### config.mk
export PLATFORM = sky130hd
export DESIGN_NAME = fifo_prog_flags
export DESIGN_NICKNAME = d
export VERILOG_FILES = /design/src/rtl/fifo_prog_flags_pkg.sv /design/src/rtl/fifo_flag_eval.sv /design/src/rtl/fifo_ofs_regs.sv /design/src/rtl/fifo_prog_flags.sv
export SDC_FILE = /design/constraint.sdc
export NUM_CORES = 1
export LEC_CHECK = 0
export BUFFER_PORTS_ARGS = -buffer_cell sky130_fd_sc_hd__buf_2
export CAP_MARGIN = 20
export CORE_ASPECT_RATIO = 0.6
export CORE_UTILIZATION = 30
export CTS_CLUSTER_DIAMETER = 80
export DETAILED_ROUTE_END_ITERATION = 8
export GPL_TIMING_DRIVEN = 0
export SYNTH_ARGS = -nofsm -noshare
export SYNTH_HDL_FRONTEND = slang
export SYNTH_SLANG_ARGS = --single-unit
### constraint.sdc
create_clock -name clk -period 2.4 [get_ports clk]
set_clock_uncertainty 0.05 [all_clocks]
set_input_delay 0.6 -clock clk [delete_from_list [all_inputs] [get_ports clk]]
set_output_delay 0.6 -clock clk [all_outputs]
set_load 0.005 [all_outputs]
### src/rtl/fifo_prog_flags_pkg.sv
// Package: shared constants and types for the programmable flag unit.
// Assumes: the threshold bus is 18 bits wide and thresholds are at most 16 bits.
package fifo_prog_flags_pkg;

    // Width of the parallel threshold bus.
    localparam int BUS_W = 18;

    // Which threshold register an access targets.
    typedef enum logic {
        SEL_AE = 1'b0,
        SEL_AF = 1'b1
    } ofs_sel_e;

endpackage

### src/rtl/fifo_flag_eval.sv
// Module: fifo_flag_eval
// Drives one active-low threshold flag from a precomputed condition.
// Synchronous mode: the flag follows the condition on its own-side tick.
// Asynchronous mode: the own-side tick can only assert, the other-side tick can only release.
// Assumes: cond is already evaluated against the threshold currently held.
module fifo_flag_eval #(
    parameter logic RST_LVL = 1'b0
) (
    input  logic clk,
    input  logic rst_n,
    input  logic prs_n,
    input  logic async_mode,
    input  logic cond,
    input  logic set_tick,
    input  logic clr_tick,
    output logic flag_n
);

    // Flag register: reset level, partial-reset re-evaluation, then mode-dependent update.
    always_ff @(posedge clk) begin
        if (!rst_n) begin
            flag_n <= RST_LVL;
        end else if (!prs_n) begin
            flag_n <= !cond;
        end else if (async_mode) begin
            if (set_tick && cond) begin
                flag_n <= 1'b0;
            end else if (clr_tick && !cond) begin
                flag_n <= 1'b1;
            end
        end else if (set_tick) begin
            flag_n <= !cond;
        end
    end

    // synchronous flag moves only after its own tick.
    a_r3_sync_own_tick_only: assert property (@(posedge clk) disable iff (!rst_n)
        (prs_n && !async_mode && !set_tick) |=> $stable(flag_n));

    // asynchronous assertion on the own-side tick.
    a_r4_async_assert: assert property (@(posedge clk) disable iff (!rst_n)
        (prs_n && async_mode && set_tick && cond) |=> !flag_n);

    // asynchronous flag stays low until an other-side tick.
    a_r4_async_hold_low: assert property (@(posedge clk) disable iff (!rst_n)
        (prs_n && async_mode && !flag_n && !clr_tick) |=> !flag_n);

    // partial reset re-evaluates the flag.
    a_r10_prs_eval: assert property (@(posedge clk) disable iff (!rst_n)
        (!prs_n && cond) |=> !flag_n);

endmodule

### src/rtl/fifo_ofs_regs.sv
// Module: fifo_ofs_regs
// Holds the almost-empty and almost-full thresholds. Applies reset presets,
// parallel and serial loading, and parallel readback with optional parity-bit skipping.
// Assumes: OFS_W <= 16; the strobes are sampled only in cycles with the matching tick.
module fifo_ofs_regs
    import fifo_prog_flags_pkg::*;
#(
    parameter int OFS_W = 10
) (
    input  logic             clk,
    input  logic             rst_n,
    input  logic             prs_n,
    input  logic             wr_tick,
    input  logic             rd_tick,
    input  logic             wen,
    input  logic             ren,
    input  logic             sen,
    input  logic             ld,
    input  logic             si,
    input  logic [1:0]       dflt_sel,
    input  logic             ilv_mode,
    input  logic [BUS_W-1:0] din,
    output logic [OFS_W-1:0] ae_ofs,
    output logic [OFS_W-1:0] af_ofs,
    output logic [BUS_W-1:0] dout
);

    localparam int SCNT_W = (OFS_W > 1) ? $clog2(OFS_W) : 1;
    localparam logic [SCNT_W-1:0] SCNT_LAST = SCNT_W'(OFS_W - 1);

    ofs_sel_e          wptr;
    ofs_sel_e          rptr;
    logic [SCNT_W-1:0] scnt;
    logic [OFS_W-1:0]  stage;
    logic [OFS_W-1:0]  par_val;
    logic [OFS_W-1:0]  ser_word;
    logic [OFS_W-1:0]  wr_val;
    logic [OFS_W-1:0]  dflt_val;
    logic [OFS_W-1:0]  rd_src;
    logic [BUS_W-1:0]  rd_ext;
    logic [BUS_W-1:0]  rd_bus;
    logic              ld_par;
    logic              ld_ser;
    logic              ser_done;
    logic              commit;
    logic              rd_bk;

    // Preset threshold: 2^(k+3)-1, with k = {ld, dflt_sel}.
    function automatic logic [OFS_W-1:0] preset(input logic [2:0] k);
        logic [OFS_W-1:0] v;
        for (int i = 0; i < OFS_W; i++) begin
            v[i] = (i < (int'(k) + 3));
        end
        return v;
    endfunction

    // Access strobes, all suppressed during partial reset.
    always_comb begin
        ld_par   = prs_n && wr_tick && ld && wen;
        ld_ser   = prs_n && wr_tick && ld && sen && !wen;
        rd_bk    = prs_n && rd_tick && ld && ren;
        ser_done = ld_ser && (scnt == SCNT_LAST);
        commit   = ld_par || ser_done;
        dflt_val = preset({ld, dflt_sel});
    end

    // Bus word to threshold, skipping bit 8 when the parity mode is set.
    always_comb begin
        for (int i = 0; i < OFS_W; i++) begin
            par_val[i] = (ilv_mode && i >= 8) ? din[i+1] : din[i];
        end
        ser_word = {si, stage[OFS_W-1:1]};
        wr_val   = ld_par ? par_val : ser_word;
    end

    // Threshold to bus word, the inverse of the load mapping.
    always_comb begin
        rd_src = (rptr == SEL_AE) ? ae_ofs : af_ofs;
        rd_ext = BUS_W'(rd_src);
        rd_bus = rd_ext;
        if (ilv_mode) begin
            rd_bus[8] = 1'b0;
            for (int j = 9; j < BUS_W; j++) begin
                rd_bus[j] = rd_ext[j-1];
            end
        end
    end

    // Threshold registers: preset at master reset, written on a completed load.
    always_ff @(posedge clk) begin
        if (!rst_n) begin
            ae_ofs <= dflt_val;
            af_ofs <= dflt_val;
        end else if (commit) begin
            if (wptr == SEL_AE) begin
                ae_ofs <= wr_val;
            end else begin
                af_ofs <= wr_val;
            end
        end
    end

    // Load order pointer: starts at almost-empty and toggles per completed load.
    always_ff @(posedge clk) begin
        if (!rst_n) begin
            wptr <= SEL_AE;
        end else if (commit) begin
            wptr <= (wptr == SEL_AE) ? SEL_AF : SEL_AE;
        end
    end

    // Serial bit counter: cleared by either reset, wraps on completion.
    always_ff @(posedge clk) begin
        if (!rst_n || !prs_n) begin
            scnt <= '0;
        end else if (ld_ser) begin
            scnt <= ser_done ? '0 : scnt + 1'b1;
        end
    end

    // Serial staging shifter, LSB first.
    always_ff @(posedge clk) begin
        if (!rst_n) begin
            stage <= '0;
        end else if (ld_ser) begin
            stage <= ser_word;
        end
    end

    // Readback register and readback order pointer.
    always_ff @(posedge clk) begin
        if (!rst_n) begin
            dout <= '0;
            rptr <= SEL_AE;
        end else if (rd_bk) begin
            dout <= rd_bus;
            rptr <= (rptr == SEL_AE) ? SEL_AF : SEL_AE;
        end
    end

    // thresholds only move on a load strobe qualified by ld.
    a_r11_ofs_hold: assert property (@(posedge clk) disable iff (!rst_n)
        (!prs_n || !(wr_tick && ld && (wen || sen))) |=> ($stable(ae_ofs) && $stable(af_ofs)));

    // readback bus holds between readbacks.
    a_r9_dout_hold: assert property (@(posedge clk) disable iff (!rst_n)
        !(prs_n && rd_tick && ld && ren) |=> $stable(dout));

    // each parallel load advances the load order.
    a_r6_order_toggle: assert property (@(posedge clk) disable iff (!rst_n)
        (prs_n && wr_tick && ld && wen) |=> (wptr != $past(wptr)));

endmodule

### src/rtl/fifo_prog_flags.sv
// Module: fifo_prog_flags (top)
// Programmable almost-empty / almost-full flag unit for a FIFO of DEPTH words.
// Captures the modes at master reset, holds the thresholds, and evaluates both flags.
// Assumes: fill never exceeds DEPTH; DEPTH <= 65536.
module fifo_prog_flags
    import fifo_prog_flags_pkg::*;
#(
    parameter int DEPTH = 1024,
    parameter int OFS_W = $clog2(DEPTH),
    parameter int CNT_W = $clog2(DEPTH + 1)
) (
    input  logic             clk,
    input  logic             rst_n,
    input  logic             prs_n,
    input  logic             wr_tick,
    input  logic             rd_tick,
    input  logic             wen,
    input  logic             ren,
    input  logic             sen,
    input  logic             ld,
    input  logic             si,
    input  logic [1:0]       dflt_sel,
    input  logic             ilv_parity,
    input  logic             async_flags,
    input  logic [17:0]      din,
    input  logic [CNT_W-1:0] fill,
    output logic [17:0]      dout,
    output logic             ae_n,
    output logic             af_n
);

    localparam logic [CNT_W-1:0] DEPTH_C = CNT_W'(DEPTH);

    logic             ilv_q;
    logic             async_q;
    logic [OFS_W-1:0] ae_ofs;
    logic [OFS_W-1:0] af_ofs;
    logic [CNT_W-1:0] free_cnt;
    logic             ae_cond;
    logic             af_cond;

    // Mode capture: both modes are sampled only during master reset.
    always_ff @(posedge clk) begin
        if (!rst_n) begin
            ilv_q   <= ilv_parity;
            async_q <= async_flags;
        end
    end

    // Threshold comparisons against stored and free words.
    always_comb begin
        free_cnt = DEPTH_C - fill;
        ae_cond  = fill <= CNT_W'(ae_ofs);
        af_cond  = free_cnt <= CNT_W'(af_ofs);
    end

    fifo_ofs_regs #(
        .OFS_W (OFS_W)
    ) u_ofs (
        .clk      (clk),
        .rst_n    (rst_n),
        .prs_n    (prs_n),
        .wr_tick  (wr_tick),
        .rd_tick  (rd_tick),
        .wen      (wen),
        .ren      (ren),
        .sen      (sen),
        .ld       (ld),
        .si       (si),
        .dflt_sel (dflt_sel),
        .ilv_mode (ilv_q),
        .din      (din),
        .ae_ofs   (ae_ofs),
        .af_ofs   (af_ofs),
        .dout     (dout)
    );

    // Almost-empty: asserted by the read side, released by the write side.
    fifo_flag_eval #(
        .RST_LVL (1'b0)
    ) u_ae (
        .clk        (clk),
        .rst_n      (rst_n),
        .prs_n      (prs_n),
        .async_mode (async_q),
        .cond       (ae_cond),
        .set_tick   (rd_tick),
        .clr_tick   (wr_tick),
        .flag_n     (ae_n)
    );

    // Almost-full: asserted by the write side, released by the read side.
    fifo_flag_eval #(
        .RST_LVL (1'b1)
    ) u_af (
        .clk        (clk),
        .rst_n      (rst_n),
        .prs_n      (prs_n),
        .async_mode (async_q),
        .cond       (af_cond),
        .set_tick   (wr_tick),
        .clr_tick   (rd_tick),
        .flag_n     (af_n)
    );

    // flags leave master reset with almost-empty asserted and almost-full clear.
    a_r5_reset_flags: assert property (@(posedge clk)
        (!rst_n) |=> (!ae_n && af_n));

endmodule

Word level (Yosys, flattened, before mapping)
Cells that the tools add are included.
{ "word_totals": {"in_bits": 43, "reg_bits": 58, "word_cells": 82, "output_inout_bits": 20} }
{ "classes": {"n_eq_ne": 8, "n_addsub": 3, "n_reduce_logical": 24, "mux": 24, "magnitude_cmp": 12} }
{ "op_table": {"columns": ["cell", "count"], "rows": [
  ["$lt A4 B32 Y1 const A", 4],
  ["$mux W10", 8],
  ["$lt A3 B32 Y1 const A", 2],
  ["$lt A5 B32 Y1 const A", 2],
  ["$lt A1 B32 Y1 const A", 1],
  ["$lt A2 B32 Y1 const A", 1],
  ["$le A11 B10 Y1", 2],
  ["$mux W1", 14],
  ["$logic_and A1 B1 Y1", 13],
  ["$sub A11 B11 Y11 const A", 1],
  ["$ne A4 B2 Y1 const B", 2],
  ["$reduce_and A2 Y1", 4],
  ["$ne A3 B1 Y1 const B", 2],
  ["$logic_not A1 Y1", 5],
  ["$add A3 B2 Y4 const B", 1],
  ["$add A4 B1 Y4 const B", 1],
  ["$eq A4 B4 Y1 const B", 1],
  ["$mux W4", 1],
  ["$ne A2 B1 Y1 const B", 2],
  ["$mux W3", 1],
  ["$logic_or A1 B1 Y1", 2],
  ["$ne A2 B2 Y1 const B", 1]
]} }

Longest topological paths before layout
{ "depth": {"ltp_word": 8, "ltp_mapped": 11, "mapped_depth_nobuf": 11} }

Hierarchy
A second synthesis with hierarchy kept.
{ "hier_totals": {"cells_unflattened": 327, "hier_area_um2": 3060.4} }
{ "by_module_without_submodules": {"columns": ["mod", "cells_per_inst", "instances", "seq_area_each_um2", "area_each_um2"], "rows": [
  ["fifo_ofs_regs", 217, 1, 1121.1, 2195.9],
  ["fifo_prog_flags", 96, 1, 60.1, 750.7],
  ["fifo_flag_eval (u_af)", 8, 1, 20.0, 57.6],
  ["fifo_flag_eval (u_ae)", 6, 1, 20.0, 56.3]
]} }

Least setup slack after synthesis
Ideal clock, no wire load.
{ "synth_timing": {"kind": "input -> register", "start": "input port prs_n", "end": "register u_ofs.ae_ofs[0] (enable)", "path_buffers": 1, "setup_time_ps": 391, "arrival_time_ps": 2203, "required_time_ps": 1959, "setup_slack_ps": -244, "stages": 6, "cell_sequence": "buf_4 > nand3_4 > nor3b_4 > a41o_1 > inv_1 > o21ai_0"} }
{ "synth_between": {"elab_chain_cells": 8, "elab_cells_between_ends": 9, "cone_classes": "eq/ne (1); reduce/logical (8)"} }
{ "synth_rtl": {"columns": ["item", "line_no", "text"], "rows": [
  ["from (decl)", "fifo_prog_flags.sv:14", "input logic prs_n,"],
  ["$logic_and A1 B1 Y1 (*) (2 in a row)", "fifo_ofs_regs.sv:59, fifo_ofs_regs.sv:60", null],
  ["$logic_and A1 B1 Y1 (2 in a row)", "fifo_ofs_regs.sv:60", "ld_ser = prs_n && wr_tick && ld && sen && !wen;"],
  ["$logic_and A1 B1 Y1", "fifo_ofs_regs.sv:62", "ser_done = ld_ser && (scnt == SCNT_LAST);"],
  ["$logic_or A1 B1 Y1 (*)", "fifo_ofs_regs.sv:63", "commit = ld_par || ser_done;"],
  ["$ne A2 B1 Y1 (no source line) (*)", null, null],
  ["$reduce_and A2 Y1 (no source line) (*)", null, null],
  ["to (signal assigned)", "fifo_ofs_regs.sv:92", "ae_ofs <= dflt_val;"],
  ["to (signal assigned)", "fifo_ofs_regs.sv:96", "ae_ofs <= wr_val;"],
  ["to (decl)", "fifo_ofs_regs.sv:23", "output logic [OFS_W-1:0] ae_ofs,"]
]} }
Mark *: on every way between the ends. The rest lies on a longest branch, timed or not.
A chain may end at the register's enable or synchronous reset.

Worst setup path after layout
{ "layout_timing": {"start": "input port fill[6]", "end": "register u_af.flag_n"} }
{ "layout_between": {"elab_chain_cells": 6, "elab_cells_between_ends": 11, "cone_classes": "add/sub (1); order compare (1); eq/ne (1); mux (4); reduce/logical (4)"} }
{ "layout_rtl": {"columns": ["item", "line_no", "text"], "rows": [
  ["from (decl)", "fifo_prog_flags.sv:26", "input logic [CNT_W-1:0] fill,"],
  ["$sub A11 B11 Y11 (*)", "fifo_prog_flags.sv:52", "free_cnt = DEPTH_C - fill;"],
  ["$le A11 B10 Y1 (*)", "fifo_prog_flags.sv:54", "af_cond = free_cnt <= CNT_W'(af_ofs);"],
  ["$logic_not A1 Y1 or $logic_and A1 B1 Y1 (tied branches)", null, null],
  ["$logic_and A1 B1 Y1 (tied with other cells)", "fifo_flag_eval.sv:28", "end else if (clr_tick && !cond) begin"],
  ["$ne A4 B2 Y1 (no source line) or $mux W1 (tied branches)", null, null],
  ["$reduce_and A2 Y1 (no source line) or $mux W1 (tied branches)", null, null],
  ["to (signal assigned)", "fifo_flag_eval.sv:24", "flag_n <= !cond;"],
  ["to (signal assigned)", "fifo_flag_eval.sv:32", "flag_n <= !cond;"],
  ["to (decl)", "fifo_flag_eval.sv:16", "output logic flag_n"]
]} }
Mark *: on every way between the ends. The rest lies on a longest branch, timed or not. The select of a mux whose other input is x is not followed.

==> results.toml <==
[cts]
clk_latency_ps = 290
clkSinkCount = 50
holdBufCountCts = 0
clkSlewWorstSetupHoldPaths_ps = 70
cts-buffers-inserted = 5
htree_num_levels = 2
clockRootBuffer = "clkbuf_16"
max-clock-path-buffers = 2
cts_tree = "yes"

[final_layout]
multi_input_area_sq_mm = 0.00159
layout-drive-gt1-share = 0.234
syn2layout_area_growth_pct = 24.4
final_cells = 519
regArea_sq_mm = 0.00122
fillCellCount = 955
n_antenna_cell = 0
stdcell_area_sq_mm = 0.00368
num-nets-final = 456

[yosys]
synthTopCellsByCount = "50 x nand2_1, 28 x dfxtp_1, 28 x inv_1"
ys_ff_latch = 50
synth_edf_count = 22
yosysTopAreaCellShare = 0.223
synth_ff_type = "dfxtp_1"
synth_area_sq_mm = 0.00296
synth_top_area_cell = "edfxtp_1"
synth_warnings = 0
ys_seq_area_frac = 0.413
yosysMostFrequentCell = "nand2_1"
ys_types = 51
synthCells = 323
synth_area_leaders = "edfxtp_1 22%, dfxtp_1 19%, ha_1 11%"
synth-async-reset-ratio = 0
avgSynthCellArea_sq_um = 9.17

[global_route]
grt_pass1_vias = 2392
grt_overflow = 0
grt_pass1_wl_mm = 11.9
grt_max_degree = 17
antenna_found_initial = 0
track_usage = 0.156

[pwr]
p_leak_nw = 1.50
internal-power_mw = 1.65
netSwitchingPower_uw = 542
ir_worst_vdd_v = 0.000279
seqPwrFrac = 0.437
p_clk_frac = 0.399
combPwrFrac = 0.164
p_per_area_mw_per_mm2 = 594
swShare = 0.248

[hold_path]
holdCritPathClass = "register to register"
hold_start = "u_ofs.dout[4]$_SDFFE_PN0P_"

[status]
outcome = "complete, no violations"

[timing]
slew_headroom = 0.597
tightest_slew_ps = 604
max_freq_ghz = 0.430
fin_crit_ps = 2320
report.final.slew_viol_count = 0
final_hold_viol_count = 0
rsz0062_at_grt = "true"
finalSetupViolations = 0
holdWs_ps = 407
finalWorstSetupSlack_ps = 75.9
post-route-period-util = 0.968

[place]
place.gp.congestion = 0.842
io_buffers = 46
dpl_worst_slack_ps = -551
place_inst = 505
hpwl_mm = 6.03
placed_cell_area_sq_mm = 0.00338

[setup_path]
cp-start-kind = "primary input"
crit_start = "fill[6]"
crit_type = "primary input to register"
endpoint_kind = "register"
path_max_fanout = 5
worstPathArrival_ps = 2420
r2r_start = "u_ofs.ae_ofs[8]$_DFFE_PP_"
cp_data_required_time_ps = 2500

[drt]
ant_nets = 0
first_iter_violations = 153
drt-vias-per-instance = 4.82
drt_wl_total_mm = 7.55
routedWlPerCell_um = 14.5
vias = 2503
first_pass_iters = 4
drc = 0

[floorplan]
die_y_um = 78.9
dieArea_sq_mm = 0.0103
fp.coreArea_sq_mm = 0.00936
initial_core_util = 0.316
row_count = 27
io-pin-count = 63
die-width_um = 130

[job]
maxCapViolations = 0
-- area by class of cell --
class,instances,share of cell area
flip-flops and latches,50,0.332
well taps,130,0.0442
repair buffers,52,0.0798
multi-input cells,231,0.431
clock buffers,6,0.0408
clock inverters,2,0.0105
inverters,28,0.0299
plain buffers,20,0.0323
-- metrics by stage --
| stage | TNS, ps | utilization | power (mW) |
|---|---|---|---|
| global placement | -5170 | 0.361 | 1.29 |
| global route | -22.9 | 0.394 | 2.29 |
| floorplan | 0 | - | 1.18 |
| finish | 0 | 0.394 | 2.19 |
| detailed placement | -5680 | 0.361 | 1.31 |
| CTS | -128 | 0.382 | 2.18 |
-- cell usage in the layout (no fill, tap or decap), types with 3 or more instances in the layout --
master	n
nor2_2	3
clkbuf_16	6
nand3b_1	4
edfxtp_1	22
nor2_1	21
conb_1	7
inv_1	26
buf_2	45
a31oi_1	4
buf_4	16
ha_1	24
xor2_1	4
nand2_1	50
a21oi_1	18
a211oi_1	3
nand4_1	7
dfxtp_1	28
nor3_1	5
xnor2_1	10
o21ai_0	15
clkbuf_1	8
mux2i_1	14
-- power by group through the flow --
stage,sequential (mW),combinational (mW),clock [mW]
2_1_floorplan,0.970,0.212,0
3_3_place_gp,0.974,0.321,0
3_5_place_dp,0.975,0.332,0
4_1_cts,0.956,0.336,0.892
5_1_grt,0.961,0.404,0.921
6_report,0.956,0.359,0.872
-- kinds of logic (layout without fill, tap and decap cells) --
family                     Yosys count  count (layout)  synth area share
AOI/OAI and AO/OA                   61              61             0.130
xor gates and xnor gates            14              14            0.0414
adders and majority gates           25              25             0.106
buffers and inverters               48             108            0.0757
DFF                                 50              50             0.413
muxes                               15              15            0.0511
other                                1               7           0.00127
and+or+nand+nor                    109             109             0.182
-- sequential cells by signal, summed over array words and instances (netlist names) --
signal and count:
u_ofs.ae_ofs 10, u_ofs.dout 11, u_ofs.rptr 1, u_ae.flag_n 1
u_ofs.scnt 4, async_q 1, u_ofs.af_ofs 10, u_af.flag_n 1
u_ofs.wptr 1, ilv_q 1, u_ofs.stage 9
-- layer usage --
layer | wire (um) | share of wire | global-route usage
met1 | 3870 | 0.51 | 0.230
met2 | 3160 | 0.42 | 0.228
met3 | 451 | 0.060 | 0.0290
met4 | 61 | 0.0081 | 0.0430
met5 | 0 | 0 | 0
-- critical path, cell delays in order --
cell and delay, ps:
buf_2 140, or4_4 550, nor2_2 110, xnor2_1 90, ha_1 300, nand4_1 100
o32a_1 300, o21ai_2 90, a41oi_2 130
-- worst paths after layout --
kind / endpoint / slack (ps) / cells after the start
worst max-delay path: u_af.flag_n$_SDFFE_PN1P_ / 80 / 9
worst min-delay path: u_ofs.dout[4]$_SDFFE_PN0P_ / 410 / 2
worst max register to register: u_ae.flag_n$_SDFFE_PN0P_ / 200 / 7
worst min register to register: u_ofs.dout[4]$_SDFFE_PN0P_ / 410 / 2
-- repair_timing --
item | 4_1_cts | 5_1_grt
pin swaps | 1 | 10
resized for setup | 3 | 20
setup endpoints to repair | 11 | 1
setup buffers | 0 | 6
Power figures use the tool's default switching activity.
